<file path="src/rtl/can_tx_pkg.sv">
// Shared constants and types for the transmit scheduler.
package can_tx_pkg;
    localparam int unsigned WORD_W  = 32;
    localparam int unsigned DLC_W   = 4;
    localparam int unsigned KEY_LSB = 3;
    localparam int unsigned KEY_W   = WORD_W - KEY_LSB;

    typedef enum logic [1:0] {
        SEL_ID    = 2'd0,
        SEL_CTRL  = 2'd1,
        SEL_DATA0 = 2'd2,
        SEL_DATA1 = 2'd3
    } wsel_e;

    typedef struct packed {
        logic empty;
        logic fin;
        logic ok;
    } mb_stat_t;
endpackage

</file>
<file path="src/rtl/can_tx_mailbox.sv">
// One transmit mailbox: frame storage plus its empty/finished/success flags.
// Assumes the parent decodes the address, the in-flight condition and the
// final result for this mailbox. Writes land only while the mailbox is empty.
module can_tx_mailbox
    import can_tx_pkg::*;
(
    input  logic              clk,
    input  logic              rst_n,
    input  logic              wr_hit,
    input  logic [1:0]        wr_sel,
    input  logic [WORD_W-1:0] wr_data,
    input  logic              stop,
    input  logic              fin_clr,
    input  logic              in_flight,
    input  logic              res_ok,
    input  logic              res_fail,
    output logic [WORD_W-1:0] id_word,
    output logic [DLC_W-1:0]  dlc,
    output logic [WORD_W-1:0] data0,
    output logic [WORD_W-1:0] data1,
    output mb_stat_t          stat,
    output logic              req_new
);
    logic wr_ok;
    logic stop_ok;

    assign wr_ok   = wr_hit & stat.empty;
    assign req_new = wr_ok & (wsel_e'(wr_sel) == SEL_ID) & wr_data[0];
    assign stop_ok = stop & ~stat.empty & ~in_flight;

    // Frame storage, written only while the mailbox is empty.
    always_ff @(posedge clk) begin
        if (!rst_n) begin
            id_word <= '0;
            dlc     <= '0;
            data0   <= '0;
            data1   <= '0;
        end else if (wr_ok) begin
            case (wsel_e'(wr_sel))
                SEL_ID:    id_word <= wr_data;
                SEL_CTRL:  dlc     <= wr_data[DLC_W-1:0];
                SEL_DATA0: data0   <= wr_data;
                default:   data1   <= wr_data;
            endcase
        end
    end

    // Status flags: result, then abort, then new request, then clear.
    always_ff @(posedge clk) begin
        if (!rst_n) begin
            stat <= '{empty: 1'b1, fin: 1'b0, ok: 1'b0};
        end else if (res_ok) begin
            stat <= '{empty: 1'b1, fin: 1'b1, ok: 1'b1};
        end else if (res_fail || stop_ok) begin
            stat <= '{empty: 1'b1, fin: 1'b1, ok: 1'b0};
        end else if (req_new) begin
            stat <= '{empty: 1'b0, fin: 1'b0, ok: 1'b0};
        end else if (fin_clr) begin
            stat.fin <= 1'b0;
            stat.ok  <= 1'b0;
        end
    end
endmodule

</file>
<file path="src/rtl/can_tx_arbiter.sv">
// Selects the next pending mailbox, either by lowest key (ties to the lowest
// index) or by request age kept in a pairwise older-than matrix.
// Assumes at most one new request per cycle.
module can_tx_arbiter #(
    parameter int unsigned N     = 3,
    parameter int unsigned KEY_W = 29,
    localparam int unsigned IW   = (N > 1) ? $clog2(N) : 1
) (
    input  logic                      clk,
    input  logic                      rst_n,
    input  logic                      fifo_mode,
    input  logic [N-1:0]              pend,
    input  logic [N-1:0][KEY_W-1:0]   keys,
    input  logic [N-1:0]              req_new,
    output logic                      any,
    output logic [IW-1:0]             win
);
    logic [N-1:0] older_q [N];
    logic [N-1:0] cand;

    // Age matrix: older_q[i][j] means mailbox i requested before mailbox j.
    always_ff @(posedge clk) begin
        if (!rst_n) begin
            for (int i = 0; i < N; i++) older_q[i] <= '0;
        end else begin
            for (int i = 0; i < N; i++) begin
                for (int j = 0; j < N; j++) begin
                    if (i != j) begin
                        if (req_new[i])      older_q[i][j] <= 1'b0;
                        else if (req_new[j]) older_q[i][j] <= 1'b1;
                    end
                end
            end
        end
    end

    for (genvar gi = 0; gi < N; gi++) begin : g_cand
        logic c;
        // Candidate i survives when no other pending mailbox beats it.
        always_comb begin
            c = pend[gi];
            for (int j = 0; j < N; j++) begin
                if (j != gi) begin
                    if (fifo_mode) begin
                        if (pend[j] && older_q[j][gi]) c = 1'b0;
                    end else if (pend[j] &&
                                 !((keys[gi] < keys[j]) ||
                                   ((keys[gi] == keys[j]) && (gi < j)))) begin
                        c = 1'b0;
                    end
                end
            end
        end
        assign cand[gi] = c;
    end

    // Encode the surviving candidate, lowest index on any overlap.
    always_comb begin
        win = '0;
        for (int i = N - 1; i >= 0; i--) begin
            if (cand[i]) win = IW'(i);
        end
    end

    assign any = |pend;
endmodule

</file>
<file path="src/rtl/can_tx_sched.sv">
// Three-mailbox CAN transmit scheduler. Stores frames, chooses the next one
// for the protocol engine and keeps per-mailbox status. Assumes the engine
// returns exactly one result per acknowledged frame.
module can_tx_sched
    import can_tx_pkg::*;
#(
    parameter int unsigned NUM_MB = 3,
    localparam int unsigned MBW   = (NUM_MB > 1) ? $clog2(NUM_MB) : 1
) (
    input  logic              clk,
    input  logic              rst_n,
    input  logic              cfg_fifo_order,
    input  logic              cfg_no_retx,
    input  logic              cfg_tme_ie,
    input  logic              wr_en,
    input  logic [MBW-1:0]    wr_mb,
    input  logic [1:0]        wr_sel,
    input  logic [WORD_W-1:0] wr_data,
    input  logic [NUM_MB-1:0] stop_req,
    input  logic [NUM_MB-1:0] fin_clr,
    output logic [MBW-1:0]    free_idx,
    output logic              free_none,
    output logic [NUM_MB-1:0] mb_empty,
    output logic [NUM_MB-1:0] mb_fin,
    output logic [NUM_MB-1:0] mb_ok,
    output logic              irq,
    output logic              eng_req,
    input  logic              eng_ack,
    output logic [MBW-1:0]    eng_mb,
    output logic [WORD_W-1:0] eng_id,
    output logic [DLC_W-1:0]  eng_dlc,
    output logic [WORD_W-1:0] eng_d0,
    output logic [WORD_W-1:0] eng_d1,
    input  logic              eng_done,
    input  logic              eng_err,
    input  logic              eng_lost
);
    logic                          busy_q;
    logic [MBW-1:0]                busy_mb_q;
    logic                          any_pend;
    logic [MBW-1:0]                win;
    logic                          launch;
    logic                          fail_now;
    logic [NUM_MB-1:0]             req_new;
    logic [NUM_MB-1:0][KEY_W-1:0]  keys;
    logic [WORD_W-1:0]             id_words [NUM_MB];
    logic [DLC_W-1:0]              dlcs     [NUM_MB];
    logic [WORD_W-1:0]             d0s      [NUM_MB];
    logic [WORD_W-1:0]             d1s      [NUM_MB];
    mb_stat_t                      stat     [NUM_MB];

    assign launch   = eng_req & eng_ack;
    assign fail_now = ~eng_done & (eng_err | eng_lost) & cfg_no_retx;

    for (genvar gi = 0; gi < NUM_MB; gi++) begin : g_mb
        logic mine;
        assign mine = busy_q & (busy_mb_q == MBW'(gi));

        can_tx_mailbox u_mb (
            .clk       (clk),
            .rst_n     (rst_n),
            .wr_hit    (wr_en & (wr_mb == MBW'(gi))),
            .wr_sel    (wr_sel),
            .wr_data   (wr_data),
            .stop      (stop_req[gi]),
            .fin_clr   (fin_clr[gi]),
            .in_flight (mine | (launch & (win == MBW'(gi)))),
            .res_ok    (mine & eng_done),
            .res_fail  (mine & fail_now),
            .id_word   (id_words[gi]),
            .dlc       (dlcs[gi]),
            .data0     (d0s[gi]),
            .data1     (d1s[gi]),
            .stat      (stat[gi]),
            .req_new   (req_new[gi])
        );

        assign keys[gi]     = id_words[gi][WORD_W-1:KEY_LSB];
        assign mb_empty[gi] = stat[gi].empty;
        assign mb_fin[gi]   = stat[gi].fin;
        assign mb_ok[gi]    = stat[gi].ok;
    end

    can_tx_arbiter #(.N(NUM_MB), .KEY_W(KEY_W)) u_arb (
        .clk       (clk),
        .rst_n     (rst_n),
        .fifo_mode (cfg_fifo_order),
        .pend      (~mb_empty),
        .keys      (keys),
        .req_new   (req_new),
        .any       (any_pend),
        .win       (win)
    );

    // Single frame in flight: set on acknowledge, cleared by any result.
    always_ff @(posedge clk) begin
        if (!rst_n) begin
            busy_q    <= 1'b0;
            busy_mb_q <= '0;
        end else if (launch) begin
            busy_q    <= 1'b1;
            busy_mb_q <= win;
        end else if (busy_q && (eng_done || eng_err || eng_lost)) begin
            busy_q    <= 1'b0;
        end
    end

    // Lowest-numbered empty mailbox for software.
    always_comb begin
        free_idx = '0;
        for (int i = NUM_MB - 1; i >= 0; i--) begin
            if (mb_empty[i]) free_idx = MBW'(i);
        end
    end

    assign free_none = ~|mb_empty;
    assign irq       = cfg_tme_ie & |mb_fin;
    assign eng_req   = ~busy_q & any_pend;
    assign eng_mb    = win;
    assign eng_id    = id_words[win];
    assign eng_dlc   = dlcs[win];
    assign eng_d0    = d0s[win];
    assign eng_d1    = d1s[win];
endmodule

</file>
<file path="config.mk">
export PLATFORM = sky130hd
export DESIGN_NAME = can_tx_sched
export DESIGN_NICKNAME = d
export VERILOG_FILES = /design/src/rtl/can_tx_pkg.sv /design/src/rtl/can_tx_mailbox.sv /design/src/rtl/can_tx_arbiter.sv /design/src/rtl/can_tx_sched.sv
export SDC_FILE = /design/constraint.sdc
export NUM_CORES = 1
export LEC_CHECK = 0
export BUFFER_PORTS_ARGS = -buffer_cell sky130_fd_sc_hd__buf_2
export CORE_MARGIN = 5
export CORE_UTILIZATION = 45
export CTS_BUF_LIST = sky130_fd_sc_hd__clkbuf_16
export CTS_CLUSTER_SIZE = 24
export DETAILED_ROUTE_END_ITERATION = 12
export GPL_TIMING_DRIVEN = 0
export PLACE_DENSITY = 0.69
export SYNTH_ARGS = -nofsm -noshare
export SYNTH_HDL_FRONTEND = slang
export SYNTH_HIERARCHICAL = 1
export SYNTH_SLANG_ARGS = --single-unit
</file>
<file path="constraint.sdc">
create_clock -name clk -period 4.8 [get_ports clk]
set_input_delay 0.96 -clock clk [delete_from_list [all_inputs] [get_ports clk]]
set_output_delay 0.96 -clock clk [all_outputs]
set_load 0.02 [all_outputs]
</file>
==> flow_results.org <==
** Routing
- For this block, the initial DRC count from the detailed router was roughly 1,300.
- Post-detailed-route via-to-cell ratio :: around 5.7
- After detailed routing, no signal wire sits above met4.
- The detailed router placed between 15,000 and 20,000 vias in this run.
- Number of antenna-violating nets in the routed design :: 0
- Met2 wirelength from detailed routing :: roughly 28 mm
- The first TritonRoute pass finished after 6 iterations.
- Routed met3 length :: between 4 and 5 mm
- For this block, wires on met1 add up to between 20 and 25 mm.
- DR WL/cell :: between 20 and 25 um
- Count of unresolved DRC violations after routing :: 0
- Wires add up to approximately 57 mm.

** Setup path
- The number of buffers and inverters on the critical path is 7.
- Crit-path max FO :: 8
- STA puts the critical path data arrival time at ~4.0 ns.
- The critical path is of the reg -> out type.
- The slowest stage of the critical path belongs to the cell nor4_1.
- Broken down by cell family, the worst path's largest delay share belongs to simple AND/OR/NAND/NOR gates.
- Ordered cell list for the critical path :: buf_4 > ha_1 > nand4_1 > nor4_1 > a211oi_1 > nor3_4 > nor2b_4 > buf_12 > buf_4 > nor2b_4 > buf_12 > buf_8 > buf_16 > o2bb2ai_4 > buf_6
- STA classifies the critical path startpoint as a flip-flop.
- The most critical setup path has its startpoint at g_mb[1].u_mb/id_word[27].
- In this run the critical register-to-register path is launched from g_mb[1].u_mb/id_word[27].
- CP required :: 3.84 ns
- The worst setup path is captured at a primary output.
- Slowest stage delay, CP :: slightly below 0.7 ns

** Timing
- Maximum clock frequency :: around 200 MHz
- Smallest hold slack :: ~0.45 ns
- Worst Clk Skew :: 0.02173 ns
- Max-Slew Margin vs Limit :: around 34%
- Minimum setup slack in the final design :: -0.1460 ns
- The count of endpoints failing hold in the final timing report was 0.
- Unrepaired setup endpoints after global routing :: yes
- The routed design could run at a clock period as short as just under 5 ns.
- Setup violations remaining at the end of the flow were counted as 100.
- After layout, the worst path uses 103.0% of the clock period.
- Pin slew with the least headroom to its limit :: 0.9888 ns
- The number of max-slew violations in the final report was 0.

** Place
- The count of buffers added on input and output ports is around 170.
- Estimated wirelength of the detail-placed design :: 37.85 mm
- At the end of routability-driven placement, the weighted congestion stood at a little over 0.9.
- Post-placement cell count :: roughly 2,600

** Floorplan
- I/O pin total :: about 170
- Number of placement rows :: just under 70
- The floorplan step set the die height to ~200 um.
- Die area :: roughly 40,000 um2
- Chip Width :: just under 200 um
- After floorplanning, the core was sized to cover roughly 35,000 um2.
- Once the floorplan was initialized, standard cells occupied 45.79% of the core.

** Synth
- Cell count after synthesis :: about 2,000
- Register area share after synthesis :: about two fifths
- Of all flip-flops after synthesis, the portion carrying an async set or reset was 0%.
- Count of state elements after synthesis :: ~320
- The most used flip-flop cell after synthesis is dfxtp_1.
- After synthesis, the netlist uses ~60 different library cells.
- Number of warnings printed during yosys synthesis :: 6
- Number of flops mapped to enable cells by yosys :: 5
- Synthesized area per cell :: 8.089 um2
- Net Count, Synth :: approximately 2,100
- Cell area after technology mapping :: between 15,000 and 20,000 um2

** Power
- Worst vdd ir :: roughly 0.23 mV
- In this run the static leakage power is ~7.8 nW.
- Relative contribution of combinational cells to total power :: a little under a tenth
- Power density over the cells :: 269.1 nW/um2
- Internal :: 4.235 mW
- Sequential Power Share :: 47.3%
- The share of total power dissipated in the clock network is between 40% and 50%.
- Net switching is about a quarter of the power.
- Net Switching :: 1.494 mW

** Clock network
- Clock network latency to the later pin of the worst-skew pair :: approximately 0.52 ns
- Clock root buffer master :: clkbuf_16
- In this run the deepest clock path goes through 3 buffers.
- After clock tree synthesis, the clock-pin slew on the worst setup and hold paths is around 0.06 ns.
- Clock tree synthesis inserted a total of 36 buffers.
- The clock drives around 320 sinks.
- Clock tree from TritonCTS :: yes
- # hold bufs at CTS :: 0
- The H-tree generated during clock tree synthesis spans 2 levels.

** Global route
- After global routing the overflow that remains totals 0.
- Largest net degree at the start of global routing :: 27
- Number of antenna violations at the first check in global routing :: 0
- Global routing used approximately 26% of the available tracks.
- The number of global-route vias before repair came to about 15,000.
- The first global-routing pass estimated roughly 80 mm of wire.

** Finish
- Antenna fix cells :: 0
- Proportion of layout cells with a drive suffix above 1 :: roughly a quarter
- Final #Nets :: 2,346
- Compared with the post-synthesis result, the final layout area differs by 34.28%.
- The finished layout holds 2,685 standard cells, fillers aside.

** Run status
- Failing checks :: setup timing
- The run finished, with violations left.

** Flow run
- Max-capacitance violation count :: 0

** Hold path
- The startpoint identified for the worst hold timing path is g_mb[1].u_mb/data0[2].
- The worst hold path belongs to the class reg -> reg.
## per-layer routing
layer | GRT usage (%) | vias to the layer above
li1 | - | 7232
met1 | 34.13 | 7424
met2 | 44.82 | 655
met3 | 3.692 | 127
met4 | 7.192 | 0
met5 | 0 | -
## logic make-up after synthesis
logic type / synth area share, %
adder cells (fa/ha/maj): 6.866
flip-flops: 40.47
buffers and inverters: 6.897
AO/OA/AOI/OAI: 18.93
AND/OR/NAND/NOR: 19.64
multiplexers: 7.197
## cell usage after synthesis (4+ instances only)
master,count,area share (%)
nand4_1,16,0.63
edfxtp_1,5,0.95
inv_1,70,1.7
nand4b_1,6,0.33
a21o_1,4,0.19
mux2i_1,114,7.2
buf_4,35,1.7
nand2b_1,12,0.47
nor2_1,29,0.69
buf_12,7,0.88
a211oi_1,4,0.19
and4_1,5,0.28
ha_1,87,6.9
o31ai_1,4,0.19
buf_2,51,1.6
or3_1,4,0.16
o2bb2ai_1,100,5.5
dfxtp_1,313,40
o21ai_0,22,0.69
nor3b_1,6,0.28
nand3_1,7,0.22
a21oi_1,327,10
nor3_1,15,0.47
buf_1,13,0.31
nor2b_1,4,0.16
clkbuf_1,30,0.71
nand2_1,610,14
and3b_1,4,0.22
## final timing paths
path,cells after the start,end,slack (ns)
worst max-delay path,15,eng_d0[0],-0.15
worst min-delay path,2,g_mb[1].u_mb/data0[2],0.45
worst max register to register,16,g_mb[0].u_mb/stat[0],0.70
worst min register to register,2,g_mb[1].u_mb/data0[2],0.45
## state kept, by name, summed over array words and instances, names as in the netlist
| register | cells |
|---|---|
| u_arb/older_q | 6 |
| g_mb.u_mb/id_word | 96 |
| busy_q | 1 |
| g_mb.u_mb/dlc | 12 |
| g_mb.u_mb/data0 | 96 |
| g_mb.u_mb/stat | 9 |
| g_mb.u_mb/data1 | 96 |
| busy_mb_q | 2 |
## placed cells by master (no fill, tap or decap), types with 9 or more instances in the layout
master,n
o2bb2ai_4,31
mux2i_4,26
nand2_1,610
clkbuf_16,45
a21oi_1,325
buf_2,110
inv_1,72
nor2_1,29
o2bb2ai_1,18
buf_4,75
mux2i_1,67
buf_12,20
nand2b_1,12
clkbuf_1,27
dfxtp_2,10
ha_1,79
nand4_1,16
nor3_1,11
mux2i_2,21
buf_6,87
o21ai_0,16
o2bb2ai_2,51
buf_1,9
dfxtp_1,298
inv_2,9
## power groups by stage
stage                     clock network (mW)  logic, mW  registers (mW)
final                                   2.48      0.537            2.71
after global routing                    2.63      0.563            2.71
after CTS                               2.51      0.466            2.70
after detailed placement                   0      0.422            2.76
after global placement                     0      0.415            2.76
after floorplan                            0      0.233            2.75
## cell type report
type	instances	area [um2]
buffer	135	1017
clock buffer	36	900.9
clock inverter	25	140.1
fill	2820	13340
inverter	73	274.0
multi-input combinational	1433	9950
sequential	318	6447
tap	455	569.3
timing repair buffer	210	1992
## what timing repair did
item	4_1_cts	5_1_grt
resized for setup	217	308
cloned	5	9
buffers inserted	17	13
endpoints found under the setup margin	101	100
pin swaps	20	40
## stage by stage
stage                     utilization (%)  power [mW]  cell area [um2]  setup TNS, ns  setup slack [ns]
after detailed placement            49.84       3.182            17260         -49.22           -0.7904
final                               61.48       5.729            21290         -6.634           -0.1460
after global placement              49.84       3.174            17260         -45.19           -0.7546
after global routing                61.48       5.908            21290         -4.937           -0.1092
after CTS                           56.13       5.675            19440       -0.01915          -0.01915
after floorplan                         -       2.987            15860              0            0.3834
## worst register-to-register path, cell delays in order, from the launching register on
cell       delay, ns
dfxtp_2         0.32
buf_4           0.14
ha_1            0.33
nand4_1         0.22
nor4_1          0.68
a211oi_1        0.25
nor3_4          0.27
nor2b_4         0.08
buf_12          0.16
clkbuf_16       0.18
clkbuf_16       0.17
buf_4           0.15
buf_4           0.14
o31ai_1         0.27
nor3b_1         0.10
or3_1           0.37
o31ai_2         0.20
Power figures use the tool's default switching activity.
